File: src/rtl/idtrk_pkg.sv
package idtrk_pkg;

  function automatic int unsigned cnt_bits(input int unsigned max_trans);
    return $clog2(max_trans + 1);
  endfunction

  function automatic int unsigned slot_count(input int unsigned look_bits);
    return 1 << look_bits;
  endfunction

endpackage

File: src/rtl/idtrk_onehot.sv
module idtrk_onehot #(
  parameter int unsigned SEL_W = 3,
  localparam int unsigned N = 1 << SEL_W
) (
  input  logic             en_i,
  input  logic [SEL_W-1:0] sel_i,
  output logic [N-1:0]     hot_o
);
  for (genvar i = 0; i < N; i++) begin : g_bit
    assign hot_o[i] = en_i && (sel_i == SEL_W'(i));
  end
endmodule

File: src/rtl/idtrk_slot.sv
module idtrk_slot #(
  parameter int unsigned CNT_W     = 4,
  parameter int unsigned PORT_W    = 3,
  parameter int unsigned MAX_TRANS = 8
) (
  input  logic              clk_i,
  input  logic              rst_ni,
  input  logic              push_hit_i,
  input  logic              inj_hit_i,
  input  logic              pop_hit_i,
  input  logic [PORT_W-1:0] wr_port_i,
  output logic [CNT_W-1:0]  cnt_o,
  output logic [PORT_W-1:0] port_o
);
  localparam int unsigned SUM_W = CNT_W + 2;

  logic [CNT_W-1:0]  cnt_q, cnt_d;
  logic [PORT_W-1:0] port_q;
  logic [SUM_W-1:0]  sum;

  always_comb begin
    sum = SUM_W'(cnt_q) + SUM_W'(push_hit_i) + SUM_W'(inj_hit_i);
    if (pop_hit_i && (sum != '0)) sum = sum - SUM_W'(1);
    if (sum > SUM_W'(MAX_TRANS)) sum = SUM_W'(MAX_TRANS);
    cnt_d = sum[CNT_W-1:0];
  end

  always_ff @(posedge clk_i or negedge rst_ni) begin
    if (!rst_ni) begin
      cnt_q  <= '0;
      port_q <= '0;
    end else begin
      cnt_q <= cnt_d;
      if (push_hit_i) port_q <= wr_port_i;
    end
  end

  assign cnt_o  = cnt_q;
  assign port_o = port_q;
endmodule

File: src/rtl/idtrk_lookup.sv
module idtrk_lookup #(
  parameter int unsigned LOOK_BITS = 3,
  parameter int unsigned CNT_W     = 4,
  parameter int unsigned PORT_W    = 3,
  parameter int unsigned MAX_TRANS = 8,
  localparam int unsigned SLOTS = 1 << LOOK_BITS
) (
  input  logic [LOOK_BITS-1:0]          id_i,
  input  logic [SLOTS-1:0][CNT_W-1:0]   cnt_all_i,
  input  logic [SLOTS-1:0][PORT_W-1:0]  port_all_i,
  output logic [PORT_W-1:0]             port_o,
  output logic                          busy_o,
  output logic                          full_o
);
  logic [CNT_W-1:0] sel_cnt;

  assign sel_cnt = cnt_all_i[id_i];
  assign port_o  = port_all_i[id_i];
  assign busy_o  = |sel_cnt;
  assign full_o  = (sel_cnt == CNT_W'(MAX_TRANS));
endmodule

File: src/rtl/idtrk_top.sv
module idtrk_top #(
  parameter int unsigned LOOK_BITS = 3,
  parameter int unsigned MAX_TRANS = 8,
  parameter int unsigned PORT_W    = 3
) (
  input  logic                 clk_i,
  input  logic                 rst_ni,
  input  logic [LOOK_BITS-1:0] lkp_id_i,
  output logic [PORT_W-1:0]    lkp_port_o,
  output logic                 lkp_busy_o,
  output logic                 full_o,
  input  logic                 push_i,
  input  logic [LOOK_BITS-1:0] push_id_i,
  input  logic [PORT_W-1:0]    push_port_i,
  input  logic                 pop_i,
  input  logic [LOOK_BITS-1:0] pop_id_i,
  input  logic                 inj_i,
  input  logic [LOOK_BITS-1:0] inj_id_i
);
  localparam int unsigned SLOTS = idtrk_pkg::slot_count(LOOK_BITS);
  localparam int unsigned CNT_W = idtrk_pkg::cnt_bits(MAX_TRANS);

  logic [SLOTS-1:0]             push_hot, pop_hot, inj_hot;
  logic [SLOTS-1:0][CNT_W-1:0]  cnt_q;
  logic [SLOTS-1:0][PORT_W-1:0] port_q;

  idtrk_onehot #(.SEL_W(LOOK_BITS)) u_dec_push (
    .en_i(push_i), .sel_i(push_id_i), .hot_o(push_hot));
  idtrk_onehot #(.SEL_W(LOOK_BITS)) u_dec_pop (
    .en_i(pop_i), .sel_i(pop_id_i), .hot_o(pop_hot));
  idtrk_onehot #(.SEL_W(LOOK_BITS)) u_dec_inj (
    .en_i(inj_i), .sel_i(inj_id_i), .hot_o(inj_hot));

  for (genvar s = 0; s < SLOTS; s++) begin : g_slot
    idtrk_slot #(
      .CNT_W(CNT_W), .PORT_W(PORT_W), .MAX_TRANS(MAX_TRANS)
    ) u_slot (
      .clk_i      (clk_i),
      .rst_ni     (rst_ni),
      .push_hit_i (push_hot[s]),
      .inj_hit_i  (inj_hot[s]),
      .pop_hit_i  (pop_hot[s]),
      .wr_port_i  (push_port_i),
      .cnt_o      (cnt_q[s]),
      .port_o     (port_q[s])
    );
  end

  idtrk_lookup #(
    .LOOK_BITS(LOOK_BITS), .CNT_W(CNT_W), .PORT_W(PORT_W), .MAX_TRANS(MAX_TRANS)
  ) u_lookup (
    .id_i       (lkp_id_i),
    .cnt_all_i  (cnt_q),
    .port_all_i (port_q),
    .port_o     (lkp_port_o),
    .busy_o     (lkp_busy_o),
    .full_o     (full_o)
  );
endmodule

File: config.mk
export PLATFORM = sky130hd
export DESIGN_NAME = idtrk_top
export DESIGN_NICKNAME = d
export VERILOG_FILES = /design/src/rtl/idtrk_pkg.sv /design/src/rtl/idtrk_onehot.sv /design/src/rtl/idtrk_slot.sv /design/src/rtl/idtrk_lookup.sv /design/src/rtl/idtrk_top.sv
export SDC_FILE = /design/constraint.sdc
export NUM_CORES = 1
export LEC_CHECK = 0
export ABC_AREA = 1
export CAP_MARGIN = 15
export CORE_MARGIN = 1
export CORE_UTILIZATION = 55
export CTS_CLUSTER_SIZE = 40
export DETAILED_ROUTE_END_ITERATION = 10
export DONT_BUFFER_PORTS = 1
export PLACE_DENSITY = 0.78
export RECOVER_POWER = 25
export SKIP_LAST_GASP = 1
export SLEW_MARGIN = 0
export SYNTH_ARGS = -nofsm -noshare
export SYNTH_HDL_FRONTEND = slang
export SYNTH_SLANG_ARGS = --single-unit
File: constraint.sdc
create_clock -name clk_i -period 4.1 [get_ports clk_i]
set_input_delay 0.205 -clock clk_i [delete_from_list [all_inputs] [get_ports clk_i]]
set_output_delay 0.205 -clock clk_i [all_outputs]
set_load 0.05 [all_outputs]
==> impl_results.md, run 1 <==
* Status: finished, final reports clean
* Initial Util at 57.6%
* Final worst path period need at 2520 ps
* Root Buffer: clkbuf_8
* Drt total wl at 12.6 mm
* Final setup violation count at 0
* Final Cycle Share at 61.5%
* Clk slew on worst S/H paths at 100 ps
* Skew final at 4.46 ps
* Critical path data arrival time at 2740 ps
* CTS buffer count at 5
* Largest family of logic cells by synthesized area: simple AND/OR/NAND/NOR gates
* Final setup margin at 1580 ps
* Post-synth EDFFs at 0
* Row count at 35
* Largest net degree at the start of global routing at 57
* Cell variety after synth at 28
* Syn Nets at 901
* Worst Path Required at 4320 ps
* Post-synthesis sequential area ratio at 25.9%
* Design area at 5710 um^2
* H-tree levels at 2
* Proportion of layout cells with a drive suffix above 1 at 12.7%
* Vias in the first global route at 5,180
* Routed WL per cell at 13.0 um
* Worst Tran Pin Value at 1260 ps
* Crit path launch: g_slot[7].u_slot.cnt_o[0]$_DFF_PN0_
* Hold Path Class: input port to flip-flop
* Max-slew violations at 0
* Compound-cell area share of the yosys netlist at 8.39%
* RePlAce Congestion at 0.848
* Yosys warning count at 0
* Most frequent cell after synthesis: nand2_1
* Mux cell area share after synthesis at 0%
* Max-slew headroom at 15.4%
* Top cells by area, synth: dfrtp_1, nand2_1, ha_1
* Pwr/cell area at 540 nW/um^2
* DP HPWL at 10.1 mm
* 1st-iter DRT viols at 247
* Seq cells post-synth at 56
* Startpoint types: flip-flop
* Mapped cell area at 5400 um^2
* Nets at 903
* Synth async-reset ratio at 100%
* XOR/XNOR Fraction of Synth Area at 4.05%
* CTS tree: yes
* Average size of a mapped cell at 6.48 um^2
* Place WS at 1380 ps
* Synth Area in Simple Gates at 41.4%
* R2R setup slack at 1580 ps
* Antenna cells at 0
* Die height at 101 um
* Port Buf Inserts at 0
* DRC Markers at 0
* Post-synth top flop: dfrtp_1
* CP endpoint kind: flip-flop
* Die area at 10,200 um^2
* Syn Inst Count at 833
* Clock sinks at 56
* Total power at 3080 uW
* Top-area cell type share of the netlist area at 25.9%
* Total GRT Usage at 26.8%
* Area leader, netlist: dfrtp_1
* Initial antenna violation count at 0
* TNS Setup at 0 ps
* Critical path class: flip-flop to flip-flop
* Synth Area in Adders at 11.1%
* IO Pins at 25
* Hold Startpoint: push_port_i[1]
* Final hold viol count at 0
* Vias at 5,187
* Placeable Area at 9370 um^2
* CTS Buffer Depth at 2
* Worst vdd ir at 280 uV
* Max cap viols at 0
* Via-per-instance ratio at 5.38
* DR pass1 iterations at 5
* RSZ-0062 raised after global routing: no
* Crit Path Max Fanout at 7
* Die Wd at 101 um
* Clk_lat worst skew at 320 ps
* Leak at 0.00299 uW
* Gr ovfl total at 0
* Reg2reg start: g_slot[7].u_slot.cnt_o[0]$_DFF_PN0_
* Final core utilization at 60.9%
* Peak Freq at 396 MHz
* Post-DP Area at 5540 um^2
* Antenna-violating nets left at 0
* First-pass GRT wire length at 22.0 mm
* Commonest cells post-synth: nand2_1, inv_1, nor2_1
* Area Overhead vs Synth at 5.68%
worst max-delay path, stage by stage (launching register included):
cell,delay [ps]
dfrtp_1,390
ha_1,250
ha_1,320
ha_1,320
inv_1,110
ha_1,160
inv_1,40
nor2_1,130
nand2_2,110
nand2_4,110
nand2_1,60
nand2_1,70
inv_1,60
nand3_1,70
nand2_1,70
nand2_1,100
nor2_1,50
kinds of logic (layout without fill, tap and decap cells):
family          Yosys count  after routing
simple gates            491            491
buf+inv                 131            133
compound gates           82             82
xor+xnor                 25             25
fa+ha+maj                48             48
flops                    56             56
metal layers:
layer / track usage [%] / vias up / share of wire, %
li1: - / 2635 / -
met3: 3.88 / 22 / 4.5
met1: 31.1 / 2411 / 42
met2: 50.4 / 119 / 51
met4: 8.03 / 0 / 2.0
met5: 0 / - / 0
sequential cells by signal, indices dropped and copies added, names as in the netlist:
name and flops:
g_slot.u_slot.port_o 24, g_slot.u_slot.cnt_o 32
timing repair:
action                    4_1_cts  5_1_grt
buffers inserted                0        0
hold buffers                    2        0
hold endpoints to repair       56        0
resized for setup               0        0
final cells by class:
cell class / count / area [um^2]
fill: 896 / 3660
multi-input combinational: 646 / 3510
sequential: 56 / 1400
inverter: 124 / 465
tap: 129 / 161
clock buffer: 5 / 68.8
clock inverter: 2 / 60.1
timing repair buffer: 2 / 37.5
power breakdown:
group | internal [uW] | switching (uW) | total (uW)
Combinational | 667 | 1130 | 1800
Sequential | 714 | 145 | 858
Clock | 241 | 184 | 425
Total | 1620 | 1460 | 3080
path summary, 6_finish.rpt:
| kind | end | cells after the start |
|---|---|---|
| worst max-delay path | g_slot[7].u_slot.cnt_o[1]$_DFF_PN0_ | 16 |
| worst min-delay path | g_slot[1].u_slot.port_o[1]$_DFFE_PN0N_ | 2 |
| worst max register to register | g_slot[7].u_slot.cnt_o[1]$_DFF_PN0_ | 16 |
| worst min register to register | g_slot[4].u_slot.port_o[2]$_DFFE_PN0N_ | 2 |
| max in group asynchronous | g_slot[5].u_slot.cnt_o[2]$_DFF_PN0_ | 2 |
| min in group asynchronous | g_slot[3].u_slot.port_o[2]$_DFFE_PN0N_ | 2 |
per-stage QoR:
| stage | hold slack (ps) | instances |
|---|---|---|
| floorplan | -90.6 | 833 |
| global placement | -89.4 | 955 |
| detailed placement | -89.2 | 955 |
| CTS | 9.14 | 964 |
| global route | 26.3 | 964 |
| finish | 5.01 | 964 |
placed cells by master (no fill, tap or decap):
master | synthesis | routed
a21oi_1 | 13 | 13
a31oi_1 | 4 | 4
buf_16 | 0 | 1
bufinv_16 | 0 | 2
clkbuf_8 | 0 | 5
dfrtp_1 | 56 | 56
dlygate4sd3_1 | 0 | 1
ha_1 | 48 | 48
inv_1 | 106 | 106
inv_2 | 18 | 18
nand2_1 | 239 | 239
nand2_2 | 36 | 36
nand2_4 | 2 | 2
nand3_1 | 62 | 62
nand3_2 | 2 | 2
nand3b_1 | 5 | 5
nand4_1 | 14 | 14
nand4_2 | 5 | 5
nor2_1 | 96 | 96
nor2_2 | 20 | 20
nor2_4 | 2 | 2
nor3_1 | 3 | 2
nor3_2 | 5 | 6
o211ai_1 | 3 | 3
o21ai_0 | 46 | 46
o21ai_1 | 6 | 6
o21ai_2 | 7 | 7
o22ai_1 | 3 | 3
xnor2_1 | 12 | 12
xor2_1 | 13 | 13
Note: power is estimated with default switching activity, not from simulation.
==> inputs of run 2 (changes only) <==
PLACE_DENSITY = 0.81   (was 0.78)
clock period = 2.3 ns   (was 4.1 ns; I/O delays follow)
==> run 2 against run 1 <==
Net effect: die area unchanged; first-iteration DRC count is 65% higher; fmax up 12%; worst hold slack better by 18 ps; non-clock buffer count up 78; flip-flop and latch count stayed put; sequential share of layout area decreased by 4.4 points; final area increased by 22%; largest power group unchanged; highest routed layer unchanged.
==> impl_results.md, run 2 (same netlist as run 1, synthesis figures left out) <==
* DP HPWL at 9.63 mm
* Total GRT Usage at 25.8%
* WL met2 at 7.78 mm
* Most common cell after layout, fill and taps aside: nand2_1
* First-pass GRT wire length at 21.2 mm
* Clock Power Share at 8.9%
* Cell Int Power at 3530 uW
* Max-slew violations at 0
* Max-slew headroom at 6.61%
* Port Buf Inserts at 0
* Final setup violation count at 0
* Net Sw Frac at 47.4%
* Final Cycle Share at 98.2%
* Area Overhead vs Synth at 28.7%
* Row count at 35
* Antenna-violating nets left at 0
* Initial antenna violation count at 0
* Routed WL per cell at 14.3 um
* Peak Freq at 443 MHz
* 1st-iter DRT viols at 408
* Die Wd at 101 um
* Worst vdd ir at 602 uV
* Final worst path period need at 2260 ps
* DR top layer: met4
* Status: finished, final reports clean
* Skew final at 9.68 ps
* Critical path class: flip-flop to flip-flop
* Total power at 6710 uW
* TNS Setup at 0 ps
* Cells along the critical path: ha_4 -> ha_4 -> nand2_2 -> nand2_1 -> nor2_2 -> nand2_1 -> nand2_2 -> nand4_4 -> nand2_2 -> nand2_1 -> nand2_1 -> nand3_1 -> nand2_1 -> nand2_2 -> nor2_1
* Proportion of layout cells with a drive suffix above 1 at 31.0%
* Via-per-instance ratio at 5.43
* Worst Tran Pin Value at 1400 ps
* Pwr/cell area at 965 nW/um^2
* Clk slew on worst S/H paths at 120 ps
* Gr ovfl total at 0
* Startpoint types: flip-flop
* CTS tree: yes
* Reg power frac at 23.6%
* Max reg flops at 32
* Commonest non-fill, non-tap cells in the layout: nand2_1, inv_1, nor2_1
* Antenna cells at 0
* Critical path data arrival time at 2520 ps
* Comb pwr share at 67.5%
* H-tree levels at 2
* CTS buffer count at 5
* DR pass1 iterations at 5
* Critical path's most frequent cell: nand2_1
* Met3 WL post-DR at 783 um
* Vias at 5,668
* IO Pins at 25
* Clk_lat worst skew at 330 ps
* Drt total wl at 14.9 mm
* NetSw at 3180 uW
* Placeable Area at 9370 um^2
* Worst Path Required at 2570 ps
* Die height at 101 um
* CP max stage delay at 440 ps
* Metal1 wirelength at 5.95 mm
* Final core utilization at 74.2%
* Leak at 0.00332 uW
* Initial Util at 57.6%
* RSZ-0062 raised after global routing: yes
* Max cap viols at 0
* Root Buffer: clkbuf_8
* Vias in the first global route at 4,903
* DRC Markers at 0
* Nets at 981
* CP endpoint kind: flip-flop
* Crit Path Max Fanout at 5
* Largest net degree at the start of global routing at 57
* Final hold viol count at 0
* RePlAce Congestion at 0.892
* Clock sinks at 56
* Die area at 10,200 um^2
* Hold Path Class: input port to flip-flop
* CTS Buffer Depth at 2
* Critical path's slowest cell: dfrtp_1
==> run 2: cell count changes in the layout (fill, tap and decap cells not counted), moves of 9 or more <==
cell,change
buf_4,+72
ha_1,-38
ha_4,+29
nand2_1,-28
nand2_2,+17
inv_1,-15
nor2_1,-12
nand2_4,+10
ha_2,+9
==> run 2: power by group through the flow <==
stage | clock network, uW | registers [uW] | logic (uW)
after floorplan | 0 | 1470 | 2610
after global placement | 0 | 1520 | 3400
after detailed placement | 0 | 1530 | 3470
after CTS | 579 | 1520 | 3660
after global routing | 626 | 1620 | 5030
final | 594 | 1590 | 4530
==> run 2: metal layers <==
layer  GRT usage, %  up-vias
met5              0        -
met4           7.02        0
met3           2.77       47
met2           45.8      196
met1           33.2     2624
li1               -     2801
==> run 2: final timing paths <==
| path | startpoint | endpoint | slack [ps] | depth (start not counted) |
|---|---|---|---|---|
| max | g_slot[6].u_slot.cnt_o[0]$_DFF_PN0_ | g_slot[6].u_slot.cnt_o[0]$_DFF_PN0_ | 40 | 15 |
| min | push_port_i[1] | g_slot[7].u_slot.port_o[1]$_DFFE_PN0N_ | 20 | 2 |
| max reg2reg | g_slot[6].u_slot.cnt_o[0]$_DFF_PN0_ | g_slot[6].u_slot.cnt_o[0]$_DFF_PN0_ | 40 | 15 |
| min reg2reg | g_slot[5].u_slot.port_o[0]$_DFFE_PN0N_ | g_slot[5].u_slot.port_o[0]$_DFFE_PN0N_ | 500 | 2 |
| max in group asynchronous | rst_ni | g_slot[2].u_slot.cnt_o[2]$_DFF_PN0_ | 800 | 2 |
| min in group asynchronous | rst_ni | g_slot[5].u_slot.port_o[2]$_DFFE_PN0N_ | 650 | 2 |
==> run 2: cell type report <==
class | instances | area, um^2
inverter | 124 | 483
timing repair buffer | 80 | 628
clock buffer | 5 | 68.8
tap | 129 | 161
clock inverter | 3 | 27.5
fill | 716 | 2420
multi-input combinational | 646 | 4180
sequential | 56 | 1400
==> run 2: worst max-delay path: cells and delay by family, from the launching register on <==
| kind | cells | cell delay (ps) |
|---|---|---|
| flops | 1 | 440 |
| simple gates | 13 | 1400 |
| fa+ha+maj | 2 | 330 |
==> run 2: through the flow <==
stage	setup WS [ps]	cells	cell area, um^2	hold WS (ps)
floorplan	44.6	833	5400	-181
global placement	-170	1013	5980	-180
detailed placement	-195	1013	5980	-180
CTS	-21.2	1030	6240	23.8
global route	-92.4	1043	6950	46.8
finish	42.5	1043	6950	22.8
==> run 2: repair_timing <==
action / CTS / global route
setup endpoints to repair: 28 / 31
pin swaps: 7 / 69
hold endpoints to repair: 61 / 0
hold buffers: 5 / 0
resized for setup: 19 / 127
buffers inserted: 4 / 13
==> inputs of run 3 (changes only) <==
==> constraint.sdc (replaced) <==
create_clock -name clk_i -period 2.3 [get_ports clk_i]
set_input_delay 0.46 -clock clk_i [delete_from_list [all_inputs] [get_ports clk_i]]
set_output_delay 0.46 -clock clk_i [all_outputs]
set_load 0.05 [all_outputs]
==> run 3 against run 2 <==
Net effect: fmax shrank 4.0%; critical path type unchanged; final cell count grew 4.0%; clock power increased by 4.4%; the run now ends with negative setup slack left; critical endpoint is now g_slot[7].u_slot.cnt_o[2]$_DFF_PN0_; first-iteration DRC count up 17%; worst setup slack got worse by 94 ps; global-route usage increased by 4.2 points; total power rose by 13%.
==> impl_results.md, run 3 (same netlist as run 1, synthesis figures left out) <==
* Most common cell after layout, fill and taps aside: nand2_1
* Drt total wl at 17.4 mm
* Place WS at -314 ps
* Total GRT Usage at 30.0%
* Failing checks: negative setup slack
* Dpl cells at 1,053
* Cells along the critical path: ha_4 -> ha_4 -> ha_4 -> inv_4 -> ha_4 -> inv_2 -> nor2_4 -> nand2_4 -> nand2_8 -> buf_6 -> nand2_4 -> nand2_4 -> nor2_4 -> nand2_1 -> nor2_1
* Vias at 6,184
* Final cell count without fillers at 1,085
* Largest net degree at the start of global routing at 57
* Critical path class: flip-flop to flip-flop
* H-tree levels at 2
* IO Pins at 25
* DRC Markers at 0
* CP max stage delay at 460 ps
* Port Buf Inserts at 0
* Max-slew violations at 0
* Worst Tran Pin Value at 1430 ps
* Via-per-instance ratio at 5.70
* Commonest non-fill, non-tap cells in the layout: nand2_1, buf_4, inv_1
* Crit Path Max Fanout at 6
* CTS Buffer Depth at 2
* Leak at 0.00358 uW
* Critical path data arrival time at 2620 ps
* Status: finished, violations left
* WL met2 at 8.98 mm
* Peak Freq at 425 MHz
* Die area at 10,200 um^2
* Final setup violation count at 8
* 1st-iter DRT viols at 478
* RePlAce Congestion at 0.962
* Routed WL per cell at 16.1 um
* DR top layer: met4
* Nets at 1,023
* Hold Path Class: input port to flip-flop
* CP endpoint kind: flip-flop
* Vias in the first global route at 5,722
* CTS tree: yes
* CTS buffer count at 5
* Startpoint types: flip-flop
* Final setup margin at -51.5 ps
* Final hold viol count at 0
* Pwr/cell area at 990 nW/um^2
* Final core utilization at 81.6%
* Final Cycle Share at 102%
* FILL cells at 560
* Antenna-violating nets left at 0
* Max-slew headroom at 4.71%
* First-pass GRT wire length at 24.6 mm
* Met3 WL post-DR at 1.26 mm
* Proportion of layout cells with a drive suffix above 1 at 37.9%
* Clk_lat worst skew at 340 ps
* Max cap viols at 0
* Total power at 7570 uW
* Worst vdd ir at 562 uV
* DR pass1 iterations at 6
* Worst Path Required at 2570 ps
* Cell count of the worst hold path at 2
* Reg2reg path depth at 15
* Area Overhead vs Synth at 41.6%
* Die Wd at 101 um
* RSZ-0062 raised after global routing: yes
* Root Buffer: clkbuf_8
* Max reg flops at 32
* Row count at 35
* Skew final at 13.0 ps
* Placeable Area at 9370 um^2
* Critical path's most frequent cell: ha_4
* Gr ovfl total at 0
* Final worst path period need at 2350 ps
* Critical path's slowest cell: dfrtp_1
* Initial Util at 57.6%
* Clk slew on worst S/H paths at 120 ps
* Initial antenna violation count at 0
* Metal1 wirelength at 6.24 mm
* Die height at 101 um
* DP HPWL at 11.9 mm
* Antenna cells at 0
* Clock sinks at 56
[run 3: worst paths after layout]
check,start,slack (ps),to
setup / recovery,g_slot[7].u_slot.cnt_o[0]$_DFF_PN0_,-50,g_slot[7].u_slot.cnt_o[2]$_DFF_PN0_
hold / removal,push_port_i[1],250,g_slot[3].u_slot.port_o[1]$_DFFE_PN0N_
setup reg to reg,g_slot[7].u_slot.cnt_o[0]$_DFF_PN0_,-50,g_slot[7].u_slot.cnt_o[2]$_DFF_PN0_
hold reg to reg,g_slot[4].u_slot.port_o[0]$_DFFE_PN0N_,500,g_slot[4].u_slot.port_o[0]$_DFFE_PN0N_
max in group asynchronous,rst_ni,350,g_slot[6].u_slot.cnt_o[0]$_DFF_PN0_
min in group asynchronous,rst_ni,1000,g_slot[3].u_slot.port_o[1]$_DFFE_PN0N_
[run 3: stage by stage]
| step | cell area, um^2 | hold slack (ps) | setup TNS, ps |
|---|---|---|---|
| after floorplan | 6070 | 164 | -1390 |
| after global placement | 6970 | 165 | -3990 |
| after detailed placement | 6970 | 166 | -6860 |
| after CTS | 7100 | 260 | 0 |
| after global routing | 7650 | 256 | -2300 |
| final | 7650 | 246 | -172 |
[run 3: metal layers]
| metal | track usage (%) | up-vias |
|---|---|---|
| met5 | 0 | - |
| met2 | 58.6 | 309 |
| met4 | 10.3 | 0 |
| met3 | 5.34 | 102 |
| met1 | 32.2 | 2878 |
| li1 | - | 2895 |
[run 3: final cells by class]
class                   count  area [um^2]  area share, %
repair buffers            122          968           12.7
clock buffers               5         68.8          0.900
flip-flops and latches     56         1410           18.4
well taps                 129          161           2.11
clock inverters             3         28.8          0.376
inverters                 124          509           6.66
multi-input cells         646         4500           58.9
[run 3: timing repair]
action,in CTS,in global routing
pin swaps,0,64
setup endpoints to repair,2,27
hold endpoints to repair,56,0
hold buffers,2,0
setup buffers,0,23
gates resized for setup,1,107
[run 3: where the power goes]
part	leakage (uW)	total [uW]	switching [uW]	internal, uW
clock network	0.0000511	620	389	231
registers	0.000701	1630	351	1270
logic	0.00283	5320	2870	2450
total	0.00358	7570	3610	3960
[run 3: critical path, delay by kind of cell, from the launching register on]
family,cells,cell delay [ps]
flip-flops,1,460
AND/OR/NAND/NOR,8,620
buffers and inverters,3,270
adder cells (fa/ha/maj),4,910
